[config.mk]
export PLATFORM = sky130hd
export DESIGN_NAME = sadd_serial_top
export DESIGN_NICKNAME = d
export VERILOG_FILES = /design/src/rtl/sadd_pkg.sv /design/src/rtl/sadd_shreg.sv /design/src/rtl/sadd_seq.sv /design/src/rtl/sadd_serial_top.sv
export SDC_FILE = /design/constraint.sdc
export NUM_CORES = 1
export LEC_CHECK = 0
export ABC_CLOCK_PERIOD_IN_PS = 1200
export BUFFER_PORTS_ARGS = -buffer_cell sky130_fd_sc_hd__buf_2
export CAP_MARGIN = 25
export CORE_ASPECT_RATIO = 1.1
export CORE_MARGIN = 3
export CORE_UTILIZATION = 45
export DETAILED_ROUTE_END_ITERATION = 10
export HOLD_SLACK_MARGIN = 0.08
export PLACE_DENSITY = 0.73
export SLEW_MARGIN = 40
export SYNTH_ARGS = -nofsm -noshare
export SYNTH_HDL_FRONTEND = slang
export SYNTH_SLANG_ARGS = --single-unit
[constraint.sdc]
create_clock -name clk -period 1.2 [get_ports clk]
set_input_delay 0.24 -clock clk [delete_from_list [all_inputs] [get_ports clk]]
set_output_delay 0.24 -clock clk [all_outputs]
set_load 0.03 [all_outputs]
[src/rtl/sadd_pkg.sv]
package sadd_pkg;
  typedef struct packed {
    logic carry;
    logic sum;
  } fa_out_t;

  function automatic fa_out_t full_add(input logic x, input logic y, input logic cin);
    fa_out_t r;
    r.sum   = x ^ y ^ cin;
    r.carry = (x & y) | (x & cin) | (y & cin);
    return r;
  endfunction
endpackage

[src/rtl/sadd_shreg.sv]
module sadd_shreg #(
  parameter int W = 8
) (
  input  logic         clk,
  input  logic         rst_n,
  input  logic         load,
  input  logic         shift,
  input  logic         ser_in,
  input  logic [W-1:0] par_in,
  output logic [W-1:0] q,
  output logic         lsb
);
  always_ff @(posedge clk or negedge rst_n) begin
    if (!rst_n)     q <= '0;
    else if (load)  q <= par_in;
    else if (shift) q <= {ser_in, q[W-1:1]};
  end

  assign lsb = q[0];

  // the register moves one place per step
  p_shift_r3: assert property (@(posedge clk) disable iff (!rst_n)
    (shift && !load) |=> (q[W-2:0] == $past(q[W-1:1])) && (q[W-1] == $past(ser_in)));
endmodule

[src/rtl/sadd_seq.sv]
module sadd_seq #(
  parameter int W = 8,
  localparam int CW = $clog2(W + 1)
) (
  input  logic clk,
  input  logic rst_n,
  input  logic start,
  input  logic advance,
  output logic step,
  output logic busy,
  output logic done
);
  logic [CW-1:0] left_q;
  logic          last;

  assign step = busy & advance & ~start;
  assign last = step & (left_q == CW'(1));

  always_ff @(posedge clk or negedge rst_n) begin
    if (!rst_n) begin
      left_q <= '0;
      busy   <= 1'b0;
      done   <= 1'b0;
    end else if (start) begin
      left_q <= CW'(W);
      busy   <= 1'b1;
      done   <= 1'b0;
    end else begin
      done <= last;
      if (step) left_q <= left_q - CW'(1);
      if (last) busy <= 1'b0;
    end
  end

  p_count_live_r4: assert property (@(posedge clk) disable iff (!rst_n)
    busy |-> (left_q != '0));
  p_done_after_last_r5: assert property (@(posedge clk) disable iff (!rst_n)
    last |=> (done && !busy));
  p_done_single_r5: assert property (@(posedge clk) disable iff (!rst_n)
    done |=> !done);
  p_stall_count_r6: assert property (@(posedge clk) disable iff (!rst_n)
    (busy && !advance && !start) |=> ($stable(left_q) && busy));
  p_start_count_r8: assert property (@(posedge clk) disable iff (!rst_n)
    start |=> (left_q == CW'(W) && busy && !done));
endmodule

[src/rtl/sadd_serial_top.sv]
module sadd_serial_top #(
  parameter int W = 8
) (
  input  logic         clk,
  input  logic         rst_n,
  input  logic         start,
  input  logic         advance,
  input  logic [W-1:0] opa,
  input  logic [W-1:0] opb,
  output logic [W-1:0] sum,
  output logic         carry_out,
  output logic         busy,
  output logic         done
);
  import sadd_pkg::*;

  logic         step;
  logic         a_lsb, b_lsb;
  logic [W-1:0] b_q;
  fa_out_t      fa;

  sadd_seq #(.W(W)) u_seq (
    .clk(clk), .rst_n(rst_n), .start(start), .advance(advance),
    .step(step), .busy(busy), .done(done)
  );

  assign fa = full_add(a_lsb, b_lsb, carry_out);

  sadd_shreg #(.W(W)) u_areg (
    .clk(clk), .rst_n(rst_n), .load(start), .shift(step),
    .ser_in(fa.sum), .par_in(opa), .q(sum), .lsb(a_lsb)
  );

  sadd_shreg #(.W(W)) u_breg (
    .clk(clk), .rst_n(rst_n), .load(start), .shift(step),
    .ser_in(1'b0), .par_in(opb), .q(b_q), .lsb(b_lsb)
  );

  always_ff @(posedge clk or negedge rst_n) begin
    if (!rst_n)     carry_out <= 1'b0;
    else if (start) carry_out <= 1'b0;
    else if (step)  carry_out <= fa.carry;
  end

  p_load_r2: assert property (@(posedge clk) disable iff (!rst_n)
    start |=> (sum == $past(opa)) && (b_q == $past(opb)) && busy);
  p_carry_clear_r9: assert property (@(posedge clk) disable iff (!rst_n)
    start |=> !carry_out);
  p_stall_hold_r6: assert property (@(posedge clk) disable iff (!rst_n)
    (busy && !advance && !start) |=> ($stable(sum) && $stable(carry_out)));
  p_idle_hold_r7: assert property (@(posedge clk) disable iff (!rst_n)
    (!busy && !start) |=> ($stable(sum) && $stable(carry_out)));
  p_b_zero_fill_r3: assert property (@(posedge clk) disable iff (!rst_n)
    step |=> !b_q[W-1]);
endmodule

==> metrics <==
critical path class reg -> reg; Port-buffer cells 30; Hold Crit Start opb[7]; worst hold path depth 3; number of CTS-inserted buffers 3; synth unique cells 25; Via Count 854; Reg power frac 54.2%; Pleak 0.7039 nW; cells after synthesis 107; post-route setup slack -0.05998 ns; Total Power 0.001691 W; clk sinks 23; Async S/R FF share, synth 100.0%; # DRC 0; Max Clk Rate 793.7 MHz; Core Box Area 2320 um2; initial core utilization 48.38%; CTS tree done; worst min-delay path class in -> reg; dominant cells by area after synthesis dfrtp_1 51%, mux2i_1 13%, o21ai_0 6.2%, nand2_1 6.0%, a211oi_2 2.2%; Post-Route Utilization 61.70%; relative slew slack 66.22%; leading area contributor after synthesis dfrtp_1; initial DRC count 13; share of cells above drive strength 1 36.11%; Cell Int Power 0.001176 W; Die W 53.62 um; Post-synth EDFFs 0; run status complete, but fails checks; final hold vios 0; deepest level of the CTS H-tree 1; Max IR drop VDD 846.3 uV; vias in the first global route 779; slack of the worst reg-to-reg path -0.06 ns; reg-to-reg startpoint u_breg.q[0]$_DFFE_PN0P_; worst endpoint required time 1.40 ns; # setup viols final 3; combinational group share of total power 25.1%; switching pwr 0.0005153 W; Hold EP u_breg.q[7]$_DFFE_PN0P_; fin crit share 105.0%; routability cong. 0.7044; worst reg2reg endpoint u_areg.q[7]$_DFFE_PN0P_; Yosys Warn Count 0; power per standard cell area 1182 nW/um2; die height 58.38 um; crit end category flop; RSZ-0062 raised after global routing yes; ANT nets after route 0; clock power share 20.7%; antenna cells 0; most common cell after layout, fill and taps aside buf_2; FF+latch count, synth 23; NumNets Final 168; ys flop type dfrtp_1; Area Growth Syn to Fin 27.54%; crit path launch type flop; # rows 18; R2R depth 5; Final TNS setup -0.1228 ns; MaxCap Viol Count 0; I/O pin count 31; synthesized area 1122 um2; Avg Cell Area, Syn 10.49 um2; switching share of total power 30.47%; first-pass GRT wire length 3.360 mm; Crit Path Max Fanout 2; antenna violations before repair 0; CTS clk-pin slew, worst paths 0.12 ns; DRT Wirelength 2.070 mm; DP HPWL 1.466 mm; failing checks negative setup slack; worst slew pin tran 0.5068 ns; worst skew pair latency 0.30 ns; largest net degree at the start of global routing 41; CP arrival 1.46 ns; Setup Skew 0.003111 ns; CTS root buf clkbuf_4; Max Transition Viols Final 0; GRT Total Usage 14.62%; vias per cell 4.908; CTS max path bufs 2; Yosys top cell area share 51.28%; grt ovf 0; Wirelength per Cell 11.90 um; Tmin final 1.260 ns; die area 3130 um2; drt pass-1 iters 5; sequential share of the synthesized area 51.28%; Syn Nets 130; commonest cells after routing, fill and taps aside 27 x buf_2, 20 x dfrtp_1, 18 x nand2_1
power groups by stage:
stage	clock network, W	logic (W)	registers (W)
floorplan	0	0.000211	0.000978
global route	0.000392	0.000475	0.000928
finish	0.000350	0.000425	0.000916
detailed placement	0	0.000391	0.000927
global placement	0	0.000383	0.000922
CTS	0.000370	0.000415	0.000913
synthesized netlist by cell type (2+ instances only):
| master | number |
|---|---|
| o21ai_0 | 14 |
| nand3_1 | 3 |
| o21ai_1 | 3 |
| inv_1 | 5 |
| dfrtp_1 | 23 |
| ha_1 | 2 |
| a211oi_2 | 2 |
| mux2i_1 | 15 |
| buf_2 | 2 |
| nand2_1 | 18 |
| nor2_1 | 6 |
cells by family (layout without fill, tap and decap cells):
logic type	Yosys count	count (layout)	share of synthesized area (%)
AND/OR/NAND/NOR	32	32	13.04
flip-flops	23	23	51.28
AO/OA/AOI/OAI	20	20	10.48
multiplexers	15	15	13.38
buffers and inverters	12	49	6.242
adder cells (fa/ha/maj)	3	3	4.013
XOR/XNOR	2	2	1.561
flip-flops by register name (all words and copies together), names as in the netlist:
register and cells:
carry_out 1, u_seq.busy 1, u_breg.q 8, u_seq.done 1, u_seq.left_q 4, u_areg.q 8
worst max-delay path: stages, from the launching register on:
cell and delay [ns]:
dfrtp_1 0.38, inv_2 0.04, fa_1 0.53, nand3_1 0.07
o21ai_1 0.08, o21ai_1 0.06
through the flow:
stage / worst slack [ns] / std cells / cell area, um2 / hold slack [ns]
detailed placement: -0.04343 / 165 / 1311 / 0.2425
global placement: -0.01980 / 165 / 1311 / 0.2370
finish: -0.05998 / 174 / 1431 / 0.1329
CTS: -0.04982 / 172 / 1393 / 0.1222
global route: -0.1130 / 174 / 1431 / 0.1378
floorplan: -0.09011 / 107 / 1125 / -0.05559
how the worst max path moves through the flow:
| stage | end | startpoint | slack [ns] |
|---|---|---|---|
| finish | u_areg.q[7]$_DFFE_PN0P_ | u_breg.q[0]$_DFFE_PN0P_ | -0.06 |
| global route | u_areg.q[7]$_DFFE_PN0P_ | u_breg.q[0]$_DFFE_PN0P_ | -0.11 |
| CTS | u_areg.q[7]$_DFFE_PN0P_ | u_breg.q[0]$_DFFE_PN0P_ | -0.05 |
| detailed placement | u_areg.q[7]$_DFFE_PN0P_ | u_breg.q[0]$_DFFE_PN0P_ | -0.04 |
| global placement | u_areg.q[7]$_DFFE_PN0P_ | u_breg.q[0]$_DFFE_PN0P_ | -0.02 |
| floorplan | u_areg.q[7]$_DFFE_PN0P_ | carry_out$_DFFE_PN0P_ | -0.09 |
cell type report:
cell class	instances	area, um2
fillers	196	888.4
flip-flops and latches	23	579.3
multi-input cells	72	495.5
repair buffers	40	274.0
well taps	30	37.54
clock buffers	4	26.28
inverters	5	18.77
metal layers:
| layer | global-route usage [%] | up-vias | wire length (um) |
|---|---|---|---|
| met2 | 23.47 | 20 | 1065 |
| met4 | 6.569 | 0 | 21 |
| met3 | 2.785 | 2 | 102 |
| met5 | 0 | - | 0 |
| met1 | 18.95 | 402 | 881 |
| li1 | - | 430 | - |
what timing repair did:
item | CTS | global route
endpoints found under the setup margin | 5 | 20
setup buffers | 2 | 2
pin swaps | 1 | 0
hold buffers | 1 | 0
gates resized for setup | 10 | 5
hold endpoints to repair | 23 | 0
Power figures use the tool's default switching activity.
